**src/rtl/tpm_tgt_pkg.sv**
```systemverilog
// Shared phase encoding and reply codes for the SPI TPM target.
package tpm_tgt_pkg;

    // Transaction phases, in the order a transaction passes through them.
    typedef enum logic [2:0] {
        PH_HDR  = 3'd0,
        PH_ADDR = 3'd1,
        PH_POLL = 3'd2,
        PH_GO   = 3'd3,
        PH_DATA = 3'd4,
        PH_DONE = 3'd5,
        PH_HALT = 3'd6
    } phase_e;

    localparam logic [7:0] RSP_WAIT  = 8'h00;
    localparam logic [7:0] RSP_START = 8'h01;
    localparam logic [7:0] RSP_FILL  = 8'hFF;

    localparam int HDR_DIR_BIT = 7;   // 1 = read
    localparam int SIZE_W      = 6;   // header size field, holds size-1

endpackage

```
**src/rtl/tpm_tgt_shift.sv**
```systemverilog
// Serial byte engine for SPI mode 0.
// Oversamples SCK in the clk domain (SCK must be much slower than clk and
// free of glitches; the pins are assumed already synchronised).
// Receives MSB first on SCK rising edges and reports each complete byte.
// Transmits MSB first, advancing after falling edges. A new reply byte is
// loaded when the previous byte completes, so its first bit is valid before
// the next rising edge. Chip select high clears all serial state.
module tpm_tgt_shift (
    input  logic       clk,
    input  logic       rst_n,
    input  logic       sck,
    input  logic       csn,
    input  logic       mosi,
    input  logic       load,
    input  logic [7:0] load_byte,
    output logic       miso,
    output logic       byte_done,
    output logic [7:0] rx_byte
);

    logic       sck_q;
    logic [2:0] bit_cnt;
    logic [6:0] rx_sr;
    logic [7:0] tx_sr;
    logic       sck_rise;
    logic       sck_fall;

    // Edge detection on the oversampled SPI clock, only while selected.
    assign sck_rise = sck && !sck_q && !csn;
    assign sck_fall = !sck && sck_q && !csn;

    // A byte completes on the eighth rising edge; the last bit comes straight from the pin.
    assign byte_done = sck_rise && (bit_cnt == 3'd7);
    assign rx_byte   = {rx_sr, mosi};
    assign miso      = tx_sr[7];

    // Track the previous SCK level.
    always_ff @(posedge clk) begin
        if (!rst_n) begin
            sck_q <= 1'b0;
        end else begin
            sck_q <= sck;
        end
    end

    // Receive shift register and bit counter.
    always_ff @(posedge clk) begin
        if (!rst_n || csn) begin
            bit_cnt <= 3'd0;
            rx_sr   <= '0;
        end else if (sck_rise) begin
            bit_cnt <= bit_cnt + 3'd1;
            rx_sr   <= {rx_sr[5:0], mosi};
        end
    end

    // Transmit register: load at byte boundaries, shift after falls inside a byte.
    always_ff @(posedge clk) begin
        if (!rst_n || csn) begin
            tx_sr <= 8'h00;
        end else if (load) begin
            tx_sr <= load_byte;
        end else if (sck_fall && (bit_cnt != 3'd0)) begin
            tx_sr <= {tx_sr[6:0], 1'b0};
        end
    end

endmodule

```
**src/rtl/tpm_tgt_ctrl.sv**
```systemverilog
// Transaction sequencer for the SPI TPM target.
// Walks through header, address, polling, start, data and trailing phases
// on each completed byte, and chooses the next reply byte. Drives the
// back-end request with a valid/ready handshake. Assumes each back-end
// access completes within one byte time once the data phase has begun.
module tpm_tgt_ctrl
    import tpm_tgt_pkg::*;
#(
    parameter int ADDR_BYTES = 3,
    parameter int MAX_WAIT   = 16
) (
    input  logic                    clk,
    input  logic                    rst_n,
    input  logic                    csn,
    input  logic                    byte_done,
    input  logic [7:0]              rx_byte,
    output logic [7:0]              next_reply,
    output logic                    be_req,
    output logic                    be_write,
    output logic [8*ADDR_BYTES-1:0] be_addr,
    output logic [7:0]              be_wdata,
    input  logic [7:0]              be_rdata,
    input  logic                    be_ready,
    output logic                    timeout
);

    localparam int ADDR_W = 8 * ADDR_BYTES;
    localparam int WCNT_W = $clog2(MAX_WAIT + 1);
    localparam int ACNT_W = $clog2(ADDR_BYTES) + 1;

    phase_e              phase;
    logic [ACNT_W-1:0]   addr_cnt;
    logic [ADDR_W-1:0]   base_addr;
    logic                is_read;
    logic [SIZE_W-1:0]   size_m1;
    logic [SIZE_W-1:0]   data_idx;
    logic [SIZE_W-1:0]   req_idx;
    logic [WCNT_W-1:0]   wait_cnt;
    logic                ready_seen;
    logic                req_q;
    logic [7:0]          hold_q;
    logic [7:0]          wdata_q;
    logic                timeout_q;
    logic                csn_q;
    logic                last_data;
    logic                more_fetch;

    assign last_data  = (data_idx == size_m1);
    assign more_fetch = ({1'b0, data_idx} + (SIZE_W+1)'(2)) <= {1'b0, size_m1};

    assign be_req   = req_q;
    assign be_write = !is_read;
    assign be_addr  = base_addr + ADDR_W'(req_idx);
    assign be_wdata = wdata_q;
    assign timeout  = timeout_q;

    // Reply byte to load when the current byte completes.
    always_comb begin
        unique case (phase)
            PH_POLL: next_reply = ready_seen ? RSP_START : RSP_WAIT;
            PH_GO:   next_reply = is_read ? hold_q : RSP_WAIT;
            PH_DATA: next_reply = last_data ? RSP_FILL : (is_read ? hold_q : RSP_WAIT);
            PH_DONE: next_reply = RSP_FILL;
            default: next_reply = RSP_WAIT;
        endcase
    end

    // Timeout flag: set on wait overflow, cleared when chip select falls.
    always_ff @(posedge clk) begin
        if (!rst_n) begin
            timeout_q <= 1'b0;
            csn_q     <= 1'b1;
        end else begin
            csn_q <= csn;
            if (csn_q && !csn) begin
                timeout_q <= 1'b0;
            end else if (!csn && byte_done && phase == PH_POLL && !ready_seen
                         && wait_cnt == WCNT_W'(MAX_WAIT)) begin
                timeout_q <= 1'b1;
            end
        end
    end

    // Phase sequencing, counters and back-end handshake.
    always_ff @(posedge clk) begin
        if (!rst_n || csn) begin
            phase      <= PH_HDR;
            addr_cnt   <= '0;
            base_addr  <= '0;
            is_read    <= 1'b0;
            size_m1    <= '0;
            data_idx   <= '0;
            req_idx    <= '0;
            wait_cnt   <= '0;
            ready_seen <= 1'b0;
            req_q      <= 1'b0;
            hold_q     <= 8'h00;
            wdata_q    <= 8'h00;
        end else begin
            if (req_q && be_ready) begin
                req_q <= 1'b0;
                if (is_read) begin
                    hold_q     <= be_rdata;
                    ready_seen <= 1'b1;
                end
            end
            if (phase == PH_POLL && !is_read && be_ready) begin
                ready_seen <= 1'b1;
            end
            if (byte_done) begin
                unique case (phase)
                    PH_HDR: begin
                        is_read  <= rx_byte[HDR_DIR_BIT];
                        size_m1  <= rx_byte[SIZE_W-1:0];
                        addr_cnt <= '0;
                        phase    <= PH_ADDR;
                    end
                    PH_ADDR: begin
                        base_addr <= (base_addr << 8) | ADDR_W'(rx_byte);
                        addr_cnt  <= addr_cnt + ACNT_W'(1);
                        if (addr_cnt == ACNT_W'(ADDR_BYTES - 1)) begin
                            phase    <= PH_POLL;
                            wait_cnt <= WCNT_W'(1);
                            if (is_read) begin
                                req_q   <= 1'b1;
                                req_idx <= '0;
                            end
                        end
                    end
                    PH_POLL: begin
                        if (ready_seen) begin
                            phase <= PH_GO;
                        end else if (wait_cnt == WCNT_W'(MAX_WAIT)) begin
                            phase <= PH_HALT;
                            req_q <= 1'b0;
                        end else begin
                            wait_cnt <= wait_cnt + WCNT_W'(1);
                        end
                    end
                    PH_GO: begin
                        phase    <= PH_DATA;
                        data_idx <= '0;
                        if (is_read && size_m1 != '0) begin
                            req_q   <= 1'b1;
                            req_idx <= SIZE_W'(1);
                        end
                    end
                    PH_DATA: begin
                        data_idx <= data_idx + SIZE_W'(1);
                        if (!is_read) begin
                            req_q   <= 1'b1;
                            req_idx <= data_idx;
                            wdata_q <= rx_byte;
                        end else if (more_fetch) begin
                            req_q   <= 1'b1;
                            req_idx <= data_idx + SIZE_W'(2);
                        end
                        if (last_data) begin
                            phase <= PH_DONE;
                        end
                    end
                    default: ;
                endcase
            end
        end
    end

endmodule

```
**src/rtl/tpm_tgt.sv**
```systemverilog
// SPI TPM transaction target, top level.
// Joins the serial byte engine and the transaction sequencer; every
// completed byte loads the reply chosen by the sequencer.
module tpm_tgt #(
    parameter int ADDR_BYTES = 3,
    parameter int MAX_WAIT   = 16,
    parameter int ADDR_W     = 8 * ADDR_BYTES
) (
    input  logic              clk,
    input  logic              rst_n,
    input  logic              spi_sck,
    input  logic              spi_csn,
    input  logic              spi_mosi,
    output logic              spi_miso,
    output logic              be_req,
    output logic              be_write,
    output logic [ADDR_W-1:0] be_addr,
    output logic [7:0]        be_wdata,
    input  logic [7:0]        be_rdata,
    input  logic              be_ready,
    output logic              timeout
);

    logic       byte_done;
    logic [7:0] rx_byte;
    logic [7:0] next_reply;

    tpm_tgt_shift u_shift (
        .clk       (clk),
        .rst_n     (rst_n),
        .sck       (spi_sck),
        .csn       (spi_csn),
        .mosi      (spi_mosi),
        .load      (byte_done),
        .load_byte (next_reply),
        .miso      (spi_miso),
        .byte_done (byte_done),
        .rx_byte   (rx_byte)
    );

    tpm_tgt_ctrl #(
        .ADDR_BYTES (ADDR_BYTES),
        .MAX_WAIT   (MAX_WAIT)
    ) u_ctrl (
        .clk        (clk),
        .rst_n      (rst_n),
        .csn        (spi_csn),
        .byte_done  (byte_done),
        .rx_byte    (rx_byte),
        .next_reply (next_reply),
        .be_req     (be_req),
        .be_write   (be_write),
        .be_addr    (be_addr),
        .be_wdata   (be_wdata),
        .be_rdata   (be_rdata),
        .be_ready   (be_ready),
        .timeout    (timeout)
    );

endmodule

```
**config.mk**
```make
export PLATFORM = sky130hd
export DESIGN_NAME = tpm_tgt
export DESIGN_NICKNAME = d
export VERILOG_FILES = /design/src/rtl/tpm_tgt_pkg.sv /design/src/rtl/tpm_tgt_shift.sv /design/src/rtl/tpm_tgt_ctrl.sv /design/src/rtl/tpm_tgt.sv
export SDC_FILE = /design/constraint.sdc
export NUM_CORES = 1
export LEC_CHECK = 0
export ABC_AREA = 1
export BUFFER_PORTS_ARGS = -buffer_cell sky130_fd_sc_hd__buf_2
export CAP_MARGIN = 20
export CELL_PAD_IN_SITES_DETAIL_PLACEMENT = 1
export CELL_PAD_IN_SITES_GLOBAL_PLACEMENT = 1
export CORE_MARGIN = 4
export CORE_UTILIZATION = 39
export CTS_CLUSTER_SIZE = 20
export DETAILED_ROUTE_END_ITERATION = 8
export PLACE_DENSITY = 0.77
export SETUP_SLACK_MARGIN = 0.05
export SLEW_MARGIN = 20
export SYNTH_ARGS = -nofsm -noshare
export SYNTH_HDL_FRONTEND = slang
export SYNTH_SLANG_ARGS = --single-unit
```
**constraint.sdc**
```tcl
create_clock -name clk -period 2.6 [get_ports clk]
set_clock_uncertainty 0.2 [all_clocks]
set_input_delay 0.65 -clock clk [delete_from_list [all_inputs] [get_ports clk]]
set_output_delay 0.65 -clock clk [all_outputs]
set_load 0.01 [all_outputs]
```
==> reports/qor.yml <==
global_route:
  antenna_found_initial: 0
  grt_overflow: 0
  grt_pass1_vias: 5125
  grt_max_degree: 49
  grt_util_all_layers_pct: 21.49
  grt_first_pass_wirelength_um: 25200
logic_synthesis:
  ys_seq_area_share_pct: 37.63
  ys_async_sr_fraction_pct: 0
  ys_warn_count: 0
  ys_ff_latch: 93
  synth_top_area_share_pct: 37.63
  yosys-top-cells-area: "dfxtp_1 (38%), o21ai_0 (8.1%), nand2_1 (6.8%)"
  avgSynthCellArea_um2: 7.308
  synth_cell_types: 48
  synth_common_cells: "dfxtp_1 (93), nand2_1 (89), nor2_1 (87)"
  synth-edff-count: 0
  syn-num-nets: 714
  synth_top_area_cell: "dfxtp_1"
  synthFlopType: "dfxtp_1"
  synth.most_common_cell: "dfxtp_1"
  syn_inst: 677
  syn-cell-area_um2: 4947
routing:
  via_count: 4997
  routed_wl_um: 15980
  wl_per_cell_um: 17.14
  drc: 0
  dr.pass1.iters: 4
  ant_nets: 0
  drtIter0Drc: 214
  vias_per_cell: 5.362
critical_path:
  endpoint_kind: "primary output"
  slowest_stage: "fa_2"
  cp-start-kind: "register"
  max_stage_delay_ps: 360
  crit_chain: "ha_4, inv_2, fa_2, inv_2, a21oi_2, nor2_4, buf_4, nand4_1, xor2_1, buf_2"
  crit_top_cell: "inv_2"
  crit_family: "adder cells"
  path_max_fanout: 4
  critPathBufInv: 4
  crit_type: "reg2out"
  cp.arrival_ps: 2170
  crit_required_ps: 1750
timing:
  drv_slew: 0
  period_share_pct: 116.1
  worstMarginPinSlew_ps: 567.0
  max_freq_ghz: 0.3312
  setup_viol: 20
  rsz0062_at_grt: "true"
  fin_setup_tns_ps: -5720
  fin_ws_ps: -419.0
  maxSlewHeadroom_pct: 61.91
  hold_viol: 0
  post-route-min-period_ps: 3019
clock_network:
  cts_max_level: 3
  cts.sinks: 93
  path_clk_slew_ps: 70
  cts-buffers-inserted: 9
  tritoncts: "done"
  cts-root-buf: "clkbuf_16"
  cts.path.max_buffers: 2
  clock_latency_ps: 350
power_and_ir_drop:
  p_per_area_nw_per_um2: 445.7
  p_leak_nw: 2.779
  irDropWorstVdd_mv: 0.3166
finish:
  drive_above_1_share_pct: 29.45
  nets: 797
  syn2layout_area_growth_pct: 30.05
  antenna_cells: 0
outcome:
  status: "finished with violations"
  violations: "setup timing"
die:
  core-area_um2: 12210
  dieArea_um2: 14550
  dieWidth_um: 120.6
  row_count: 40
  die_h_um: 120.6
  io_pins: 50
  start_util_pct: 40.51
placement:
  place.gp.congestion: 0.8828
  portBuffers: 49
  place_hpwl_um: 10820
  dpl_worst_slack_ps: -127.8
job:
  maxCapViolations: 0
hold_path:
  hp-class: "reg2reg"
[state kept, by name, summed over array words and instances, names as in the netlist, 5 cells and up]
register / flops
u_ctrl.data_idx: 6
u_shift.rx_sr: 7
u_ctrl.hold_q: 8
u_ctrl.wait_cnt: 5
u_ctrl.req_idx: 6
u_shift.tx_sr: 8
u_ctrl.be_wdata: 8
u_ctrl.size_m1: 6
u_ctrl.base_addr: 24
[layout make-up]
cell class / instances / area (um^2)
flip-flops and latches: 93 / 1892
well taps: 168 / 210.2
multi-input cells: 486 / 3109
repair buffers: 93 / 611.8
fillers: 1545 / 5778
clock inverters: 4 / 56.30
clock buffers: 11 / 252.7
inverters: 77 / 301.5
[logic make-up after synthesis]
group | Yosys count | share of synthesized area (%)
AOI/OAI and AO/OA | 176 | 18.84
xor gates and xnor gates | 26 | 4.603
adders and majority gates | 23 | 5.969
buffers and inverters | 98 | 7.865
DFF | 93 | 37.63
and+or+nand+nor | 261 | 25.09
[worst register-to-register path: stages (launching register included)]
cell     delay [ps]
dfxtp_2         330
ha_4            160
nand2_2          70
inv_2            40
nand2_2          70
xor2_2          170
inv_2            70
ha_4            270
inv_1            40
nor2_2          150
nand2_1          80
nand2_1          50
nand2_1          60
nand2_2         110
nand3_4         100
nand2_8         120
inv_8            50
nor2_2           90
nor2_1           60
[power breakdown]
group | leakage, nW | internal (mW) | switching [mW] | total, mW
Clock | 0.152 | 0.799 | 0.561 | 1.36
Combinational | 1.87 | 0.0238 | 0.0531 | 0.0769
Sequential | 0.760 | 1.43 | 0.00351 | 1.43
[routing by layer]
layer | wire length, um | vias up | global-route usage, %
li1 | - | 2421 | -
met1 | 7006 | 2445 | 27.32
met2 | 8056 | 98 | 36.50
met4 | 358 | 0 | 7.720
met5 | 0 | - | 0
met3 | 553 | 33 | 3.789
[worst paths after layout]
check	start	cells past startpoint	end	slack (ps)
worst min register to register	u_ctrl.csn_q	1	u_ctrl.timeout	250
worst max-delay path	u_ctrl.req_idx[0]	10	be_addr[22]	-420
worst min-delay path	u_ctrl.csn_q	1	u_ctrl.timeout	250
worst max register to register	u_ctrl.data_idx[2]	18	u_ctrl.req_idx[3]	200
[repair_timing]
item                       4_1_cts  5_1_grt
resized for setup               55       61
hold buffers                     0        0
setup endpoints to repair       27       29
setup buffers                   16        4
pin swaps                       16       23
[through the flow]
stage | power, mW | hold slack (ps) | std cells | area, um^2 | utilization, %
2_1_floorplan | 1.509 | 191.9 | 677 | 4950 | -
3_3_place_gp | 1.540 | 202.4 | 900 | 5519 | 45.19
3_5_place_dp | 1.543 | 253.7 | 900 | 5519 | 45.19
4_1_cts | 2.905 | 262.7 | 930 | 6188 | 50.68
5_1_grt | 2.973 | 264.9 | 932 | 6434 | 52.68
6_report | 2.867 | 250.3 | 932 | 6434 | 52.68
[layout by cell type (no fill, tap or decap), drive strengths merged, types with 19 or more instances in the layout]
cell type	n
o21ai	94
nand2	94
dfxtp	93
nor2	93
buf	93
inv	77
a21oi	65
nand3	39
ha	22
nor3	19
(Power assumes the default switching activity.)
